**src/rtl/stsq_pkg.sv**
```systemverilog
package stsq_pkg;

  typedef enum logic {
    PG_LOW  = 1'b0,
    PG_HIGH = 1'b1
  } pg_state_e;

  // cycles per reference step: span divided by the number of steps, at least 1
  function automatic int unsigned ramp_step(input int unsigned ss_cycles,
                                            input int unsigned ref_w);
    int unsigned full;
    int unsigned q;
    full = (32'd1 << ref_w) - 32'd1;
    q    = ss_cycles / full;
    return (q < 32'd1) ? 32'd1 : q;
  endfunction

endpackage

```
**src/rtl/stsq_rst_sync.sv**
```systemverilog
module stsq_rst_sync (
  input  logic clk,
  input  logic rst_n,
  output logic rst_n_sync
);

  logic [1:0] sync_q;

  always_ff @(posedge clk or negedge rst_n) begin
    if (!rst_n) sync_q <= 2'b00;
    else        sync_q <= {sync_q[0], 1'b1};
  end

  assign rst_n_sync = sync_q[1];

endmodule

```
**src/rtl/stsq_ramp.sv**
```systemverilog
module stsq_ramp #(
  parameter int unsigned REF_W    = 10,
  parameter int unsigned STEP_CYC = 29
) (
  input  logic             clk,
  input  logic             rst_n,
  input  logic             active_i,
  output logic [REF_W-1:0] code_o,
  output logic             done_o
);

  localparam logic [REF_W-1:0] FULL = '1;
  localparam int unsigned      PS_W = (STEP_CYC > 1) ? $clog2(STEP_CYC) : 1;

  logic [REF_W-1:0] code_q, code_d;
  logic             done_q, done_d;
  logic             tick;
  logic             at_full;

  assign at_full = (code_q == FULL);

  // step prescaler: absent when every cycle is a step
  generate
    if (STEP_CYC <= 1) begin : g_no_pre
      assign tick = 1'b1;
    end else begin : g_pre
      logic [PS_W-1:0] ps_q, ps_d;
      always_comb begin
        ps_d = ps_q;
        if (!active_i || at_full)               ps_d = '0;
        else if (ps_q == PS_W'(STEP_CYC - 1))   ps_d = '0;
        else                                    ps_d = ps_q + 1'b1;
      end
      always_ff @(posedge clk or negedge rst_n) begin
        if (!rst_n) ps_q <= '0;
        else        ps_q <= ps_d;
      end
      assign tick = (ps_q == PS_W'(STEP_CYC - 1));
    end
  endgenerate

  always_comb begin
    code_d = code_q;
    if (!active_i)             code_d = '0;
    else if (!at_full && tick) code_d = code_q + 1'b1;
    done_d = active_i && (code_d == FULL);
  end

  always_ff @(posedge clk or negedge rst_n) begin
    if (!rst_n) begin
      code_q <= '0;
      done_q <= 1'b0;
    end else begin
      code_q <= code_d;
      done_q <= done_d;
    end
  end

  assign code_o = code_q;
  assign done_o = done_q;

  assert_ramp_step_R2: assert property (@(posedge clk) disable iff (!rst_n)
    active_i |=> (code_q == $past(code_q) || code_q == $past(code_q) + REF_W'(1)));

  assert_idle_clear_R4: assert property (@(posedge clk) disable iff (!rst_n)
    !active_i |=> (code_q == '0 && !done_q));

  assert_done_full_R3: assert property (@(posedge clk) disable iff (!rst_n)
    done_q |-> code_q == FULL);

endmodule

```
**src/rtl/stsq_pg_filter.sv**
```systemverilog
module stsq_pg_filter
  import stsq_pkg::*;
#(
  parameter int unsigned DGL_CYCLES = 500
) (
  input  logic clk,
  input  logic rst_n,
  input  logic active_i,
  input  logic ss_done_i,
  input  logic above_i,
  input  logic below_i,
  output logic pg_o
);

  localparam int unsigned CW = (DGL_CYCLES > 1) ? $clog2(DGL_CYCLES) : 1;

  pg_state_e state_q, state_d;
  logic      cond;
  logic      flip_w;

  // the flag that matters depends on the present state (hysteresis)
  assign cond = (state_q == PG_HIGH) ? below_i : (ss_done_i & above_i);

  generate
    if (DGL_CYCLES <= 1) begin : g_no_dgl
      assign flip_w = active_i & cond;
    end else begin : g_dgl
      logic [CW-1:0] cnt_q, cnt_d;
      always_comb begin
        cnt_d  = cnt_q;
        flip_w = 1'b0;
        if (!active_i || !cond) begin
          cnt_d = '0;
        end else if (cnt_q == CW'(DGL_CYCLES - 1)) begin
          cnt_d  = '0;
          flip_w = 1'b1;
        end else begin
          cnt_d = cnt_q + 1'b1;
        end
      end
      always_ff @(posedge clk or negedge rst_n) begin
        if (!rst_n) cnt_q <= '0;
        else        cnt_q <= cnt_d;
      end
    end
  endgenerate

  always_comb begin
    state_d = state_q;
    if (!active_i)   state_d = PG_LOW;
    else if (flip_w) state_d = (state_q == PG_HIGH) ? PG_LOW : PG_HIGH;
  end

  always_ff @(posedge clk or negedge rst_n) begin
    if (!rst_n) state_q <= PG_LOW;
    else        state_q <= state_d;
  end

  assign pg_o = (state_q == PG_HIGH);

  assert_pg_blocked_R5: assert property (@(posedge clk) disable iff (!rst_n)
    !ss_done_i |=> !pg_o);

  assert_pg_rise_R6: assert property (@(posedge clk) disable iff (!rst_n)
    $rose(pg_o) |-> ($past(above_i) && $past(ss_done_i)));

  assert_pg_fall_R7: assert property (@(posedge clk) disable iff (!rst_n)
    $fell(pg_o) |-> ($past(below_i) || !$past(active_i)));

endmodule

```
**src/rtl/softstart_pg_seq.sv**
```systemverilog
module softstart_pg_seq
  import stsq_pkg::*;
#(
  parameter int unsigned REF_W      = 10,
  parameter int unsigned SS_CYCLES  = 30000,
  parameter int unsigned DGL_CYCLES = 500
) (
  input  logic             clk,
  input  logic             rst_n,
  input  logic             en,
  input  logic             fault,
  input  logic             vo_above_good,
  input  logic             vo_below_drop,
  output logic [REF_W-1:0] ref_code,
  output logic             ss_done,
  output logic             pg_release
);

  localparam int unsigned STEP_CYC = ramp_step(SS_CYCLES, REF_W);

  logic rst_n_s;
  logic active;
  logic done_w;

  assign active = en & ~fault;

  stsq_rst_sync u_rst (
    .clk        (clk),
    .rst_n      (rst_n),
    .rst_n_sync (rst_n_s)
  );

  stsq_ramp #(
    .REF_W    (REF_W),
    .STEP_CYC (STEP_CYC)
  ) u_ramp (
    .clk      (clk),
    .rst_n    (rst_n_s),
    .active_i (active),
    .code_o   (ref_code),
    .done_o   (done_w)
  );

  stsq_pg_filter #(
    .DGL_CYCLES (DGL_CYCLES)
  ) u_pg (
    .clk       (clk),
    .rst_n     (rst_n_s),
    .active_i  (active),
    .ss_done_i (done_w),
    .above_i   (vo_above_good),
    .below_i   (vo_below_drop),
    .pg_o      (pg_release)
  );

  assign ss_done = done_w;

endmodule

```
**config.mk**
```make
export PLATFORM = sky130hd
export DESIGN_NAME = softstart_pg_seq
export DESIGN_NICKNAME = d
export VERILOG_FILES = /design/src/rtl/stsq_pkg.sv /design/src/rtl/stsq_rst_sync.sv /design/src/rtl/stsq_ramp.sv /design/src/rtl/stsq_pg_filter.sv /design/src/rtl/softstart_pg_seq.sv
export SDC_FILE = /design/constraint.sdc
export NUM_CORES = 1
export LEC_CHECK = 0
export ABC_AREA = 0
export ABC_CLOCK_PERIOD_IN_PS = 2000
export BUFFER_PORTS_ARGS = -buffer_cell sky130_fd_sc_hd__clkbuf_2
export CORE_UTILIZATION = 30
export CTS_BUF_LIST = sky130_fd_sc_hd__clkbuf_4 sky130_fd_sc_hd__clkbuf_8 sky130_fd_sc_hd__clkbuf_16
export DETAILED_ROUTE_END_ITERATION = 8
export PLACE_DENSITY = 0.54
export RECOVER_POWER = 100
export SKIP_CTS_REPAIR_TIMING = 1
export SLEW_MARGIN = 20
export SYNTH_ARGS = -nofsm -noshare
export SYNTH_HDL_FRONTEND = slang
export SYNTH_SLANG_ARGS = --single-unit
```
**constraint.sdc**
```tcl
create_clock -name clk -period 2 [get_ports clk]
set_clock_uncertainty 0.15 [all_clocks]
set_input_delay 0.2 -clock clk [delete_from_list [all_inputs] [get_ports clk]]
set_output_delay 0.2 -clock clk [all_outputs]
set_load 0.01 [all_outputs]
```
# == After elaboration in Yosys (flattened, before gate mapping) ==
# Cells that the tools add are included.
# classes
reduce_logical,7
bitwise_logic,3
n_eq_ne,5
mux,12
add_sub_neg,3
# ops
operator,count
10-bit == test (second input constant),2
10-bit two-way mux,2
9-bit two-way mux,2
10-bit by 1-bit adder with 10-bit output (second input constant),1
5-bit two-way mux,2
9-bit by 1-bit adder with 9-bit output (second input constant),1
9-bit == test (second input constant),1
1-bit two-way mux,6
5-bit by 1-bit adder with 5-bit output (second input constant),1
5-bit == test (second input constant),1
1-bit zero test,3
1-bit bitwise AND,2
1-bit logical AND,2
1-bit logical OR,2
2-bit != test (second input constant),1
1-bit NOT,1
# word_totals
elab_cells,36
register_bits,28
output_inout_bits,12
inputBits,6

# == Logic depth before layout (Yosys ltp) ==
# logic_depth
depth_word,7
ltp_mapped,8
depth_no_buf,7

# == Hierarchy ==
# Synthesis repeated with hierarchy kept, for this count alone.
# unflattened
hier_cells,145
area_unflattened_um2,1525.2
# by_module_without_submodules
module,n_inst,area_per_inst_um2,seq_area_each_um2,cells_each
stsq_ramp,1,895.9,400.4,87
stsq_pg_filter,1,561.8,250.2,54
stsq_rst_sync,1,53.8,50.0,3
softstart_pg_seq,1,13.8,0.0,1

# == Least setup slack after synthesis ==
# Ideal clock, no wire load.
# synth_timing
path_kind,reg2reg
startpoint,"reg u_ramp.code_q[0], in the netlist u_ramp.code_o[0]"
endpoint,"reg u_ramp.done_q, in the netlist u_ramp.done_o"
synth_period_minus_slack_ns,2.210
setup_ns,0.080
path_stages_with_launch,8
t_arrival_ns,1.980
path_slack_ns,-0.210
n_path_buf,1
t_required_ns,1.770
path_cell_list,dfrtp_1 -> ha_1 -> and3_1 -> buf_6 -> and2_4 -> a311oi_2 -> or3b_1 -> nor3_2
# synth_between
elab_chain_cells,7
elab_cells_between_ends,8
classes_between,add/sub: 1; eq/ne: 2; mux: 2; reduce/logical: 3
# synth_lines
element,line_no,text
from (decl),stsq_ramp.sv:15,"logic [REF_W-1:0] code_q, code_d;"
from (signal assigned),stsq_ramp.sv:54,code_q <= code_d;
branches (longest 3 deep; another with 10-bit by 1-bit adder with 10-bit output),--,
10-bit two-way mux *,stsq_ramp.sv:45,else if (!at_full && tick) code_d = code_q + 1'b1;
10-bit two-way mux *,stsq_ramp.sv:44,if (!active_i) code_d = '0;
net u_ramp.code_d[6],stsq_ramp.sv:15,
10-bit == test *,stsq_ramp.sv:46,done_d = active_i && (code_d == FULL);
1-bit logical AND *,stsq_ramp.sv:46,
net u_ramp.done_d,stsq_ramp.sv:16,"logic done_q, done_d;"
to (signal assigned),stsq_ramp.sv:55,done_q <= done_d;
to (decl),stsq_ramp.sv:16,
# Mark *: on every way through the listed nets, which the timed path passes.
# A chain may end at the register's enable or synchronous reset.

# == Worst setup path in the final report ==
# layout_timing
startpoint,reg u_ramp.g_pre.ps_q[0]
endpoint,"reg u_ramp.done_q, in the netlist u_ramp.done_o"
# layout_between
elab_chain_cells,6
# layout_lines
element,line_no,text
from (decl),stsq_ramp.sv:27,"logic [PS_W-1:0] ps_q, ps_d;"
from (signal assigned),stsq_ramp.sv:36,else ps_q <= ps_d;
5-bit == test,stsq_ramp.sv:38,assign tick = (ps_q == PS_W'(STEP_CYC - 1));
1-bit logical AND,stsq_ramp.sv:45,
10-bit two-way mux,stsq_ramp.sv:45,
10-bit two-way mux,stsq_ramp.sv:44,
net u_ramp.code_d[6],stsq_ramp.sv:15,
10-bit == test,stsq_ramp.sv:46,
1-bit logical AND,stsq_ramp.sv:46,
net u_ramp.done_d,stsq_ramp.sv:16,
# The timed path passes the listed nets, and every way through them passes these cells.

==> out/qor.yml <==
place:
  place_inst: 225
  dp_slack_ns: -0.0499
  dp_hpwl_mm: 2.35
  routabilityCongestion: 0.857
  io_buffers: 17
floorplan:
  dieArea_um2: 5130
  ios: 18
  coreArea_um2: 4500
  start_util_pct: 32.3
  die-height_um: 71.6
  rows: 24
  die_w_um: 71.6
routing:
  first_iter_violations: 78
  vias: 1197
  wl_mm: 3.14
  via_per_inst: 5.07
  wl_per_cell_um: 13.3
  drtPass1Iterations: 4
  drc: 0
  ant_nets: 0
logic_synthesis:
  mappedNetlistArea_um2: 1460
  synthesis.nets: 153
  synth_sequential_area_ratio_pct: 48.2
  synth_edf_count: 0
  synth_top_area_cell: "dfrtp_1"
  synthTopCellsByArea: "dfrtp_1, nor2_1, xnor2_1"
  synth_top_cell_area_share_pct: 48.2
  synth_flop_cell: "dfrtp_1"
  avgSynthCellArea_um2: 10.2
  synthArstFlopShare_pct: 100
  synth.distinct_cells: 38
  synth_seq_cells: 28
  syn_inst: 143
  ys_warn_count: 0
setup_path:
  r2r-start: "u_ramp.g_pre.ps_q[0]"
  crit_slowest_cell: "or3b_1"
  crit_chain: "inv_1 > ha_2 > and4_4 > and2_4 > a311oi_2 > or3b_1 > nor3_2"
  start_kind: "flop"
  required_ns: 2.05
  cp-end-kind: "flop"
  worst_path_largest_cell_delay_ns: 0.40
  critPathLaunch: "u_ramp.g_pre.ps_q[0]"
  path_max_fanout: 4
  rrSetupSlack_ns: -0.02
  crit_type: "reg -> reg"
  worstPathArrival_ns: 2.07
final_layout:
  layout.cells.most_common: "dfrtp_1"
  fin_nets: 195
  multi_input_area_um2: 739
  fillers: 445
  fin_cells: 236
  post-route-util_pct: 40.8
  n_antenna_cell: 0
  drive_above_1_share_pct: 26.1
  syn2layout_area_growth_pct: 26.4
  mostFrequentLayoutCells: "dfrtp_1, nor2_1, buf_4, nand3_1"
  seq_area_um2: 703
global_routing:
  grt_usage_pct: 13.4
  grt_pass1_vias: 1197
  grt-ovfl-total: 0
  grt_antenna_before_repair: 0
  grt_max_degree: 27
  grt_pass1_wl_mm: 5.46
timing:
  period_needed_ns: 2.02
  setup_slack_ns: -0.0208
  finalHoldViolations: 0
  setup-violations-final: 1
  grt_setup_unrepaired: "yes"
  period_share_pct: 101
  worstMarginPinSlew_ns: 0.650
  timing.slew.headroom_pct: 56.7
  finalMaxSlewViolations: 0
  max_clock_freq_mhz: 495
job:
  drv_cap: 0
outcome:
  status: "finished with violations"
  violations: "setup timing"
clock_network:
  clock_sinks: 28
  clock_latency_ns: 0.27
  cts_root_buffer: "clkbuf_8"
  cts-buffers-inserted: 3
  cts.clk_slew.worst_paths_ns: 0.10
  cts_tree: "yes"
  clk_path_buf_depth: 2
  cts_max_level: 1
power_and_ir_drop:
  power_leakage_nw: 0.792
  power_density_nw_per_um2: 572
  vdd_ir_drop_max_mv: 0.328
  power_mw: 1.05
worst_hold_path:
  min-delay-path-class: "in -> async"
-- kinds of logic (layout without fill, tap and decap cells) --
logic type	Yosys count	in the layout	share of synthesized area [%]
XOR/XNOR	13	13	7.82
multiplexers	2	2	1.38
adder cells (fa/ha/maj)	4	4	3.44
AO/OA/AOI/OAI	17	17	10.4
flip-flops	28	28	48.2
buffers and inverters	8	49	3.35
AND/OR/NAND/NOR	70	70	25.2
other	1	1	0.258
-- path summary, 6_finish.rpt --
path	end	depth (start not counted)
worst max register to register	u_ramp.done_o	7
min in group clk	u_pg.pg_o	4
worst min-delay path	u_rst.sync_q[0]	2
worst max-delay path	u_ramp.done_o	7
max in group asynchronous	u_ramp.code_o[1]	1
worst min register to register	u_pg.g_dgl.cnt_q[3]	1
-- critical path, delay by kind of cell (launching register included) --
kind | cells | cell delay, ns
AOI/OAI and AO/OA | 1 | 0.27
adders and majority gates | 1 | 0.18
buffers and inverters | 1 | 0.05
DFF | 1 | 0.37
and+or+nand+nor | 4 | 0.94
-- layer usage --
metal  track usage, %  vias up  wire length (um)
met4             3.27        0                61
met5                0        -                 0
li1                 -      590                 -
met2             21.2       26              1440
met3             2.67        7               116
met1             18.8      574              1520
-- through the flow --
| stage | instance area, um2 | TNS (ns) | hold WS (ns) |
|---|---|---|---|
| 5_1_grt | 1840 | -0.127 | 0.0808 |
| 6_report | 1840 | -0.0208 | 0.0765 |
| 3_3_place_gp | 1720 | 0 | -0.163 |
| 3_5_place_dp | 1720 | -0.0499 | -0.163 |
| 2_1_floorplan | 1480 | -0.0584 | -0.246 |
| 4_1_cts | 1790 | -0.0692 | -0.476 |
-- final cells by class --
class / instances / area share, %
clock buffers: 3 / 2.24
clock inverters: 1 / 1.63
inverters: 3 / 0.612
multi-input cells: 107 / 40.2
flip-flops and latches: 28 / 38.2
well taps: 52 / 3.54
repair buffers: 42 / 13.5
-- cell usage after synthesis, drive strengths merged, types with 2 or more instances --
library cell  count
nand4             3
nor3              4
and3              8
nor2             22
a41oi             2
nand3            12
clkbuf            2
mux2i             2
dfrtp            28
ha                4
inv               3
a21oi             5
nand2b            2
and4              2
xor2              6
a211oi            2
buf               3
nand2             9
xnor2             7
nor2b             2
-- sequential cells by signal, summed over array words and instances, names as in the netlist --
signal	cells
u_pg.g_dgl.cnt_q	9
u_ramp.code_o	10
u_ramp.done_o	1
u_ramp.g_pre.ps_q	5
u_pg.pg_o	1
u_rst.sync_q	2
-- power breakdown --
| part | switching, mW | total [mW] | leakage [nW] | internal, mW |
|---|---|---|---|---|
| Combinational | 0.0235 | 0.0378 | 0.374 | 0.0143 |
| Clock | 0.176 | 0.444 | 0.0357 | 0.268 |
| Sequential | 0.00153 | 0.571 | 0.382 | 0.569 |
| Total | 0.201 | 1.05 | 0.792 | 0.852 |
Note: power is estimated with default switching activity, not from simulation.
